--- config.mk ---
export PLATFORM = sky130hd
export DESIGN_NAME = dfm_mul
export DESIGN_NICKNAME = d
export VERILOG_FILES = /design/src/rtl/dfm_pkg.sv /design/src/rtl/dfm_pick.sv /design/src/rtl/dfm_stage.sv /design/src/rtl/dfm_cpa.sv /design/src/rtl/dfm_mul.sv
export SDC_FILE = /design/constraint.sdc
export NUM_CORES = 1
export LEC_CHECK = 0
export BUFFER_PORTS_ARGS = -buffer_cell sky130_fd_sc_hd__buf_2
export CAP_MARGIN = 20
export CORE_MARGIN = 1
export CORE_UTILIZATION = 35
export CTS_BUF_LIST = sky130_fd_sc_hd__clkbuf_8
export DETAILED_ROUTE_END_ITERATION = 7
export GPL_TIMING_DRIVEN = 0
export PLACE_DENSITY = 0.61
export SLEW_MARGIN = 25
export SYNTH_ARGS = -nofsm -noshare
export SYNTH_HDL_FRONTEND = slang
export SYNTH_HIERARCHICAL = 1
export SYNTH_SLANG_ARGS = --single-unit
--- constraint.sdc ---
create_clock -name clk -period 9.2 [get_ports clk]
set_input_delay 1.84 -clock clk [delete_from_list [all_inputs] [get_ports clk]]
set_output_delay 1.84 -clock clk [all_outputs]
set_load 0.05 [all_outputs]
--- src/rtl/dfm_pkg.sv ---
`timescale 1ns/1ps
package dfm_pkg;
    parameter int unsigned OP_W  = 8;
    parameter int unsigned DIG_W = 2;
    localparam int unsigned NDIG  = OP_W / DIG_W;
    localparam int unsigned PR_W  = 2 * OP_W;
    localparam int unsigned SEL_W = $clog2(NDIG + 1);
    localparam int unsigned VIS_N = 2 * NDIG - 1;
    localparam int unsigned HIST_N = NDIG - 2;

    // One multiply in flight: operand bits known so far, source selects,
    // carry-save rows and the carry out of the resolved low window.
    typedef struct packed {
        logic             vld;
        logic [OP_W-1:0]  a_val;
        logic [OP_W-1:0]  b_val;
        logic [SEL_W-1:0] a_src;
        logic [SEL_W-1:0] b_src;
        logic [PR_W-1:0]  sum;
        logic [PR_W-1:0]  cry;
        logic             cin;
    } lane_t;
endpackage

--- src/rtl/dfm_pick.sv ---
`timescale 1ns/1ps
module dfm_pick
    import dfm_pkg::*;
#(
    parameter int unsigned K = 1
) (
    input  logic [VIS_N-1:0][PR_W-1:0] vis,
    input  logic [SEL_W-1:0]           src,
    input  logic [OP_W-1:0]            port_val,
    output logic [DIG_W-1:0]           dig
);
    localparam int unsigned SH = (K - 1) * DIG_W;

    always_comb begin
        dig = port_val[SH +: DIG_W];
        if (src != '0 && int'(src) <= int'(NDIG)) begin
            for (int j = 0; j < int'(VIS_N); j++) begin
                if (int'(src) + int'(K) - 2 == j) begin
                    dig = vis[j][SH +: DIG_W];
                end
            end
        end
    end
endmodule

--- src/rtl/dfm_stage.sv ---
`timescale 1ns/1ps
module dfm_stage
    import dfm_pkg::*;
#(
    parameter int unsigned K = 1
) (
    input  logic             clk,
    input  logic             rst_n,
    input  lane_t            lane_i,
    input  logic [DIG_W-1:0] a_dig,
    input  logic [DIG_W-1:0] b_dig,
    output lane_t            lane_q
);
    localparam int unsigned SH  = (K - 1) * DIG_W;
    localparam int unsigned LOW = K * DIG_W;
    localparam logic [PR_W-1:0] PRI_M = (PR_W'(1) << SH) - PR_W'(1);
    localparam logic [PR_W-1:0] LOW_M = (PR_W'(1) << LOW) - PR_W'(1);

    lane_t lane_d;
    logic [PR_W-1:0] a_pri, b_pri, terms, s_row, c_row;
    logic [PR_W:0]   low_w;

    always_comb begin
        lane_d = lane_i;
        a_pri  = PR_W'(lane_i.a_val) & PRI_M;
        b_pri  = PR_W'(lane_i.b_val) & PRI_M;
        terms  = ((PR_W'(a_dig) * b_pri + PR_W'(b_dig) * a_pri) << SH)
               + ((PR_W'(a_dig) * PR_W'(b_dig)) << (2 * SH))
               + (PR_W'(lane_i.cin) << SH);
        s_row  = lane_i.sum ^ lane_i.cry ^ terms;
        c_row  = ((lane_i.sum & lane_i.cry) | (lane_i.sum & terms)
                 | (lane_i.cry & terms)) << 1;
        low_w  = {1'b0, s_row & LOW_M} + {1'b0, c_row & LOW_M};
        lane_d.sum = (s_row & ~LOW_M) | (low_w[PR_W-1:0] & LOW_M);
        lane_d.cry = c_row & ~LOW_M;
        lane_d.cin = low_w[LOW];
        lane_d.a_val[SH +: DIG_W] = a_dig;
        lane_d.b_val[SH +: DIG_W] = b_dig;
    end

    always_ff @(posedge clk or negedge rst_n) begin
        if (!rst_n) lane_q <= '0;
        else        lane_q <= lane_d;
    end
endmodule

--- src/rtl/dfm_cpa.sv ---
`timescale 1ns/1ps
module dfm_cpa
    import dfm_pkg::*;
(
    input  logic            clk,
    input  logic            rst_n,
    input  logic            vld_i,
    input  logic [PR_W-1:0] sum_i,
    input  logic [PR_W-1:0] cry_i,
    input  logic            cin_i,
    output logic            vld_q,
    output logic [PR_W-1:0] prod_q
);
    typedef struct packed {
        logic            vld;
        logic [PR_W-1:0] prod;
    } out_t;

    out_t out_d, out_q;
    logic [OP_W-1:0] hi;

    always_comb begin
        hi = sum_i[PR_W-1:OP_W] + cry_i[PR_W-1:OP_W] + OP_W'(cin_i);
        out_d.vld  = vld_i;
        out_d.prod = vld_i ? {hi, sum_i[OP_W-1:0]} : out_q.prod;
    end

    always_ff @(posedge clk or negedge rst_n) begin
        if (!rst_n) out_q <= '0;
        else        out_q <= out_d;
    end

    assign vld_q  = out_q.vld;
    assign prod_q = out_q.prod;
endmodule

--- src/rtl/dfm_mul.sv ---
`timescale 1ns/1ps
module dfm_mul
    import dfm_pkg::*;
(
    input  logic             clk,
    input  logic             rst_n,
    input  logic             iss_valid,
    input  logic [OP_W-1:0]  iss_a,
    input  logic [OP_W-1:0]  iss_b,
    input  logic [SEL_W-1:0] iss_a_src,
    input  logic [SEL_W-1:0] iss_b_src,
    output logic             res_valid,
    output logic [PR_W-1:0]  res_prod
);
    lane_t lin  [NDIG];
    lane_t st_q [NDIG];
    logic [VIS_N-1:0][PR_W-1:0] vis;
    logic [HIST_N-1:0][PR_W-1:0] hist_d, hist_q;

    // Everything a consumer can read its next slice from, indexed by how
    // many stages the producer has completed (minus one).
    always_comb begin
        for (int j = 0; j < int'(NDIG); j++) vis[j] = st_q[j].sum;
        vis[NDIG] = res_prod;
        for (int h = 0; h < int'(HIST_N); h++) vis[NDIG + 1 + h] = hist_q[h];
    end

    always_comb begin
        hist_d[0] = res_prod;
        for (int h = 1; h < int'(HIST_N); h++) hist_d[h] = hist_q[h-1];
    end

    always_ff @(posedge clk or negedge rst_n) begin
        if (!rst_n) hist_q <= '0;
        else        hist_q <= hist_d;
    end

    for (genvar g = 1; g <= int'(NDIG); g++) begin : g_stage
        logic [DIG_W-1:0] a_dig, b_dig;

        if (g == 1) begin : g_head
            always_comb begin
                lin[0]       = '0;
                lin[0].vld   = iss_valid;
                lin[0].a_val = iss_a;
                lin[0].b_val = iss_b;
                lin[0].a_src = iss_a_src;
                lin[0].b_src = iss_b_src;
            end
        end else begin : g_body
            assign lin[g-1] = st_q[g-2];
        end

        dfm_pick #(.K(g)) u_pick_a (
            .vis(vis), .src(lin[g-1].a_src), .port_val(lin[g-1].a_val), .dig(a_dig)
        );
        dfm_pick #(.K(g)) u_pick_b (
            .vis(vis), .src(lin[g-1].b_src), .port_val(lin[g-1].b_val), .dig(b_dig)
        );
        dfm_stage #(.K(g)) u_stage (
            .clk(clk), .rst_n(rst_n), .lane_i(lin[g-1]),
            .a_dig(a_dig), .b_dig(b_dig), .lane_q(st_q[g-1])
        );
    end

    dfm_cpa u_cpa (
        .clk(clk), .rst_n(rst_n),
        .vld_i(st_q[NDIG-1].vld), .sum_i(st_q[NDIG-1].sum),
        .cry_i(st_q[NDIG-1].cry), .cin_i(st_q[NDIG-1].cin),
        .vld_q(res_valid), .prod_q(res_prod)
    );
endmodule

==> results by stage <==
Drt:
- The number of vias in the routed layout is 7265.
- The number of optimization iterations in the first detailed-route pass is 6.
- After detailed routing, the number of vias per cell comes to 4.575.
- In the routed design, unresolved DRC markers number 0.
- For this block, the initial DRC count from the detailed router was 443.
- The number of antenna-violating nets in the routed design is 0.
- Dividing the detail-routed wire length by the instance count gives 13.25 µm.
- The routed wire length is 21.04 mm.

STA:
- Setup repair after global routing left no endpoint under its margin.
- The minimum clock period is 6.121 ns.
- Setup violations remaining at the end of the flow were counted as 0.
- The worst-case hold slack is 0.3454 ns.
- The final cycle utilization of the critical path is 66.54%.
- For the pin with the worst max-slew slack, the measured transition is 0.8770 ns.
- The upper clock frequency limit is 0.1634 GHz.
- The count of final hold-check violations was 0.
- The worst-case headroom to the max-slew limit is 41.08%.
- The clock arrives with 0.04285 ns of skew.
- The setup TNS is 0 ns.
- The total count of max-transition violations in the final report is 0.

Clocking:
- In this run the post-CTS setup repair buffer count came out at 0.
- The clock tree from TritonCTS is yes.
- The hold buffer count at cts is 0.
- The quantity of gates resized following cts is 0.
- The H-tree depth reported by CTS is 2.
- The maximum number of buffers from clock root to sink is 3.
- After clock tree synthesis, the clock-pin slew on the worst setup and hold paths is 0.06 ns.
- The number of clock sinks is 209.
- The total CTS buffers is 38.
- The worst-skew pair later-pin latency is 0.52 ns.
- The root buffer cell is sky130_fd_sc_hd__clkbuf_8.

Pwr:
- The share of total power consumed by net switching is 39.61%.
- Dividing total power by cell area gives a power density of 308.8 nW/µm².
- The fraction of power consumed by sequential logic is 32.9%.
- The clock network burns 21.0% of the power.
- The internal power component is 2.495 mW.
- The worst-case IR drop observed on VDD is 147.4 µV.
- The power dissipated by switching net loads is 1.636 mW.
- The combinational cell fraction of total power is 46.2%.
- The leakage power is 6.751 nW.

Hold path:
- The kind of path behind the tightest hold check is reg -> reg.

Floorplanning:
- The number of placement rows is 66.
- The area of the core is 32540 µm².
- The die height is 183.9 µm.
- For this design the top-level I/O count stands at 42.
- The floorplan step defined a die boundary enclosing 33810 µm².
- The initial utilization of the core area, before any placement, comes to 35.58%.
- Measured along the x axis, the die boundary spans 183.9 µm.

Worst setup path:
- The register-to-register setup slack is 3.08 ns.
- The critical path endpoint category is a flip-flop.
- The startpoint kind of the worst setup timing path is a flip-flop.
- By startpoint and endpoint, the worst setup path is classified as reg -> reg.
- STA puts the critical path data arrival time at 6.58 ns.
- The highest fanout seen on the critical path is 10.
- STA puts the critical path data required time at 9.66 ns.

Synth:
- The mapped netlist covers 11580 µm².
- The mean area per synthesized cell is 11.68 µm².
- The synthesized instance count is 991.
- During synthesis, Yosys emitted a total of 6 warnings.

Placement:
- The count of buffers added on input and output ports is 41.
- The congestion estimate from routability-driven global placement came to 0.8112.
- The post-DP HPWL is 16.31 mm.

Global route:
- The pin count of the biggest net entering global routing is 56.
- The first-pass GRT wire length is 36.05 mm.
- The number of antenna violations at the first check in global routing is 0.
- The sum of overflow across all layers after global routing is 0.
- The via count of the first global-routing pass is 7516.
- The overall fraction of global-route tracks in use is 13.32%.

Outcome:
- The flow ran to the end, and the final reports show no timing, DRC or antenna violations.

Cells and area:
- The number of nets in the layout is 1308.
- From synthesis to final layout, the design area changed by 15.58%.
- The fraction of final layout cells sized beyond drive strength 1 is 14.75%.
- The total inserted antenna cells is 0.

Job:
- The number of max-cap violations is 0.
[path summary, 6_finish.rpt]
check                                                         from                                 endpoint  cells past startpoint
min reg2reg                g_stage[1].u_stage/lane_q[45]$_DFF_PN0_  g_stage[2].u_stage/lane_q[45]$_DFF_PN0_                      0
min                        g_stage[1].u_stage/lane_q[45]$_DFF_PN0_  g_stage[2].u_stage/lane_q[45]$_DFF_PN0_                      0
max                        g_stage[3].u_stage/lane_q[34]$_DFF_PN0_  g_stage[4].u_stage/lane_q[31]$_DFF_PN0_                     25
max reg2reg                g_stage[3].u_stage/lane_q[34]$_DFF_PN0_  g_stage[4].u_stage/lane_q[31]$_DFF_PN0_                     25
min in group asynchronous                                    rst_n  g_stage[1].u_stage/lane_q[44]$_DFF_PN0_                      1
max in group asynchronous                                    rst_n   g_stage[1].u_stage/lane_q[7]$_DFF_PN0_                      3
[routing by layer]
metal | global-route usage (%) | part of all wire [%] | vias to the layer above
li1 | - | - | 3532
met1 | 16.86 | 45 | 3524
met2 | 22.45 | 48 | 164
met3 | 2.714 | 4.8 | 45
met4 | 4.833 | 2.7 | 0
met5 | 0 | 0 | -
[critical path, cell delays in order, from the launching register on]
cell,delay (ns)
sky130_fd_sc_hd__dfrtp_1,0.40
sky130_fd_sc_hd__buf_2,0.23
sky130_fd_sc_hd__inv_1,0.06
sky130_fd_sc_hd__ha_1,0.39
sky130_fd_sc_hd__nand3b_1,0.12
sky130_fd_sc_hd__o21ai_0,0.08
sky130_fd_sc_hd__o31ai_1,0.26
sky130_fd_sc_hd__a22oi_1,0.14
sky130_fd_sc_hd__nor3_2,0.44
sky130_fd_sc_hd__and2_1,0.23
sky130_fd_sc_hd__fa_1,0.45
sky130_fd_sc_hd__fa_1,0.57
sky130_fd_sc_hd__inv_1,0.06
sky130_fd_sc_hd__fa_1,0.45
sky130_fd_sc_hd__nand2b_1,0.18
sky130_fd_sc_hd__o2bb2ai_2,0.17
sky130_fd_sc_hd__o21bai_1,0.15
sky130_fd_sc_hd__a21oi_1,0.09
sky130_fd_sc_hd__xnor2_1,0.13
sky130_fd_sc_hd__ha_1,0.37
sky130_fd_sc_hd__o21ai_0,0.11
sky130_fd_sc_hd__nand3b_1,0.08
sky130_fd_sc_hd__o21ai_0,0.09
sky130_fd_sc_hd__a311oi_2,0.28
sky130_fd_sc_hd__fa_1,0.45
sky130_fd_sc_hd__inv_1,0.06
[power by group through the flow]
stage          Combinational [mW]  Sequential, mW  Clock [mW]
2_1_floorplan                1.36            1.44           0
3_3_place_gp                 1.84            1.38           0
3_5_place_dp                 1.89            1.38           0
4_1_cts                      1.91            1.36       0.903
5_1_grt                      2.17            1.39       0.949
6_report                     1.91            1.36       0.867
[cell type report]
class                      count  area [µm²]
multi-input combinational    639        5731
clock buffer                  51       701.9
timing repair buffer          44       297.8
fill                        3130       19160
sequential                   209        5230
tap                          442       553.0
inverter                     161       604.3
clock inverter                19       91.34
buffer                        23       170.2
[layout by cell type (no fill, tap or decap), drive strengths merged, types with 31 or more instances in the layout]
cell    count
dfrtp     209
inv       175
ha        111
buf        67
fa         56
clkbuf     51
and2       49
conb       45
nand2      38
o21ai      31
[sequential cells by signal (all words and copies together) (netlist names)]
register	count
hist_q	4
u_cpa/prod_q	16
g_stage.u_stage/lane_q	182
hist_d	6
u_cpa/vld_q	1
[per-stage QoR]
stage | area, µm² | instances | util (%) | setup slack, ns | total power, mW
finish | 13380 | 1588 | 41.12 | 3.079 | 4.131
global route | 13380 | 1588 | 41.12 | 2.677 | 4.510
CTS | 13370 | 1588 | 41.11 | 2.912 | 4.171
detailed placement | 12580 | 1518 | 38.67 | 2.936 | 3.265
global placement | 12490 | 1515 | 38.38 | 2.848 | 3.219
floorplan | 11730 | 1032 | - | 3.734 | 2.804
(Power assumes the default switching activity.)
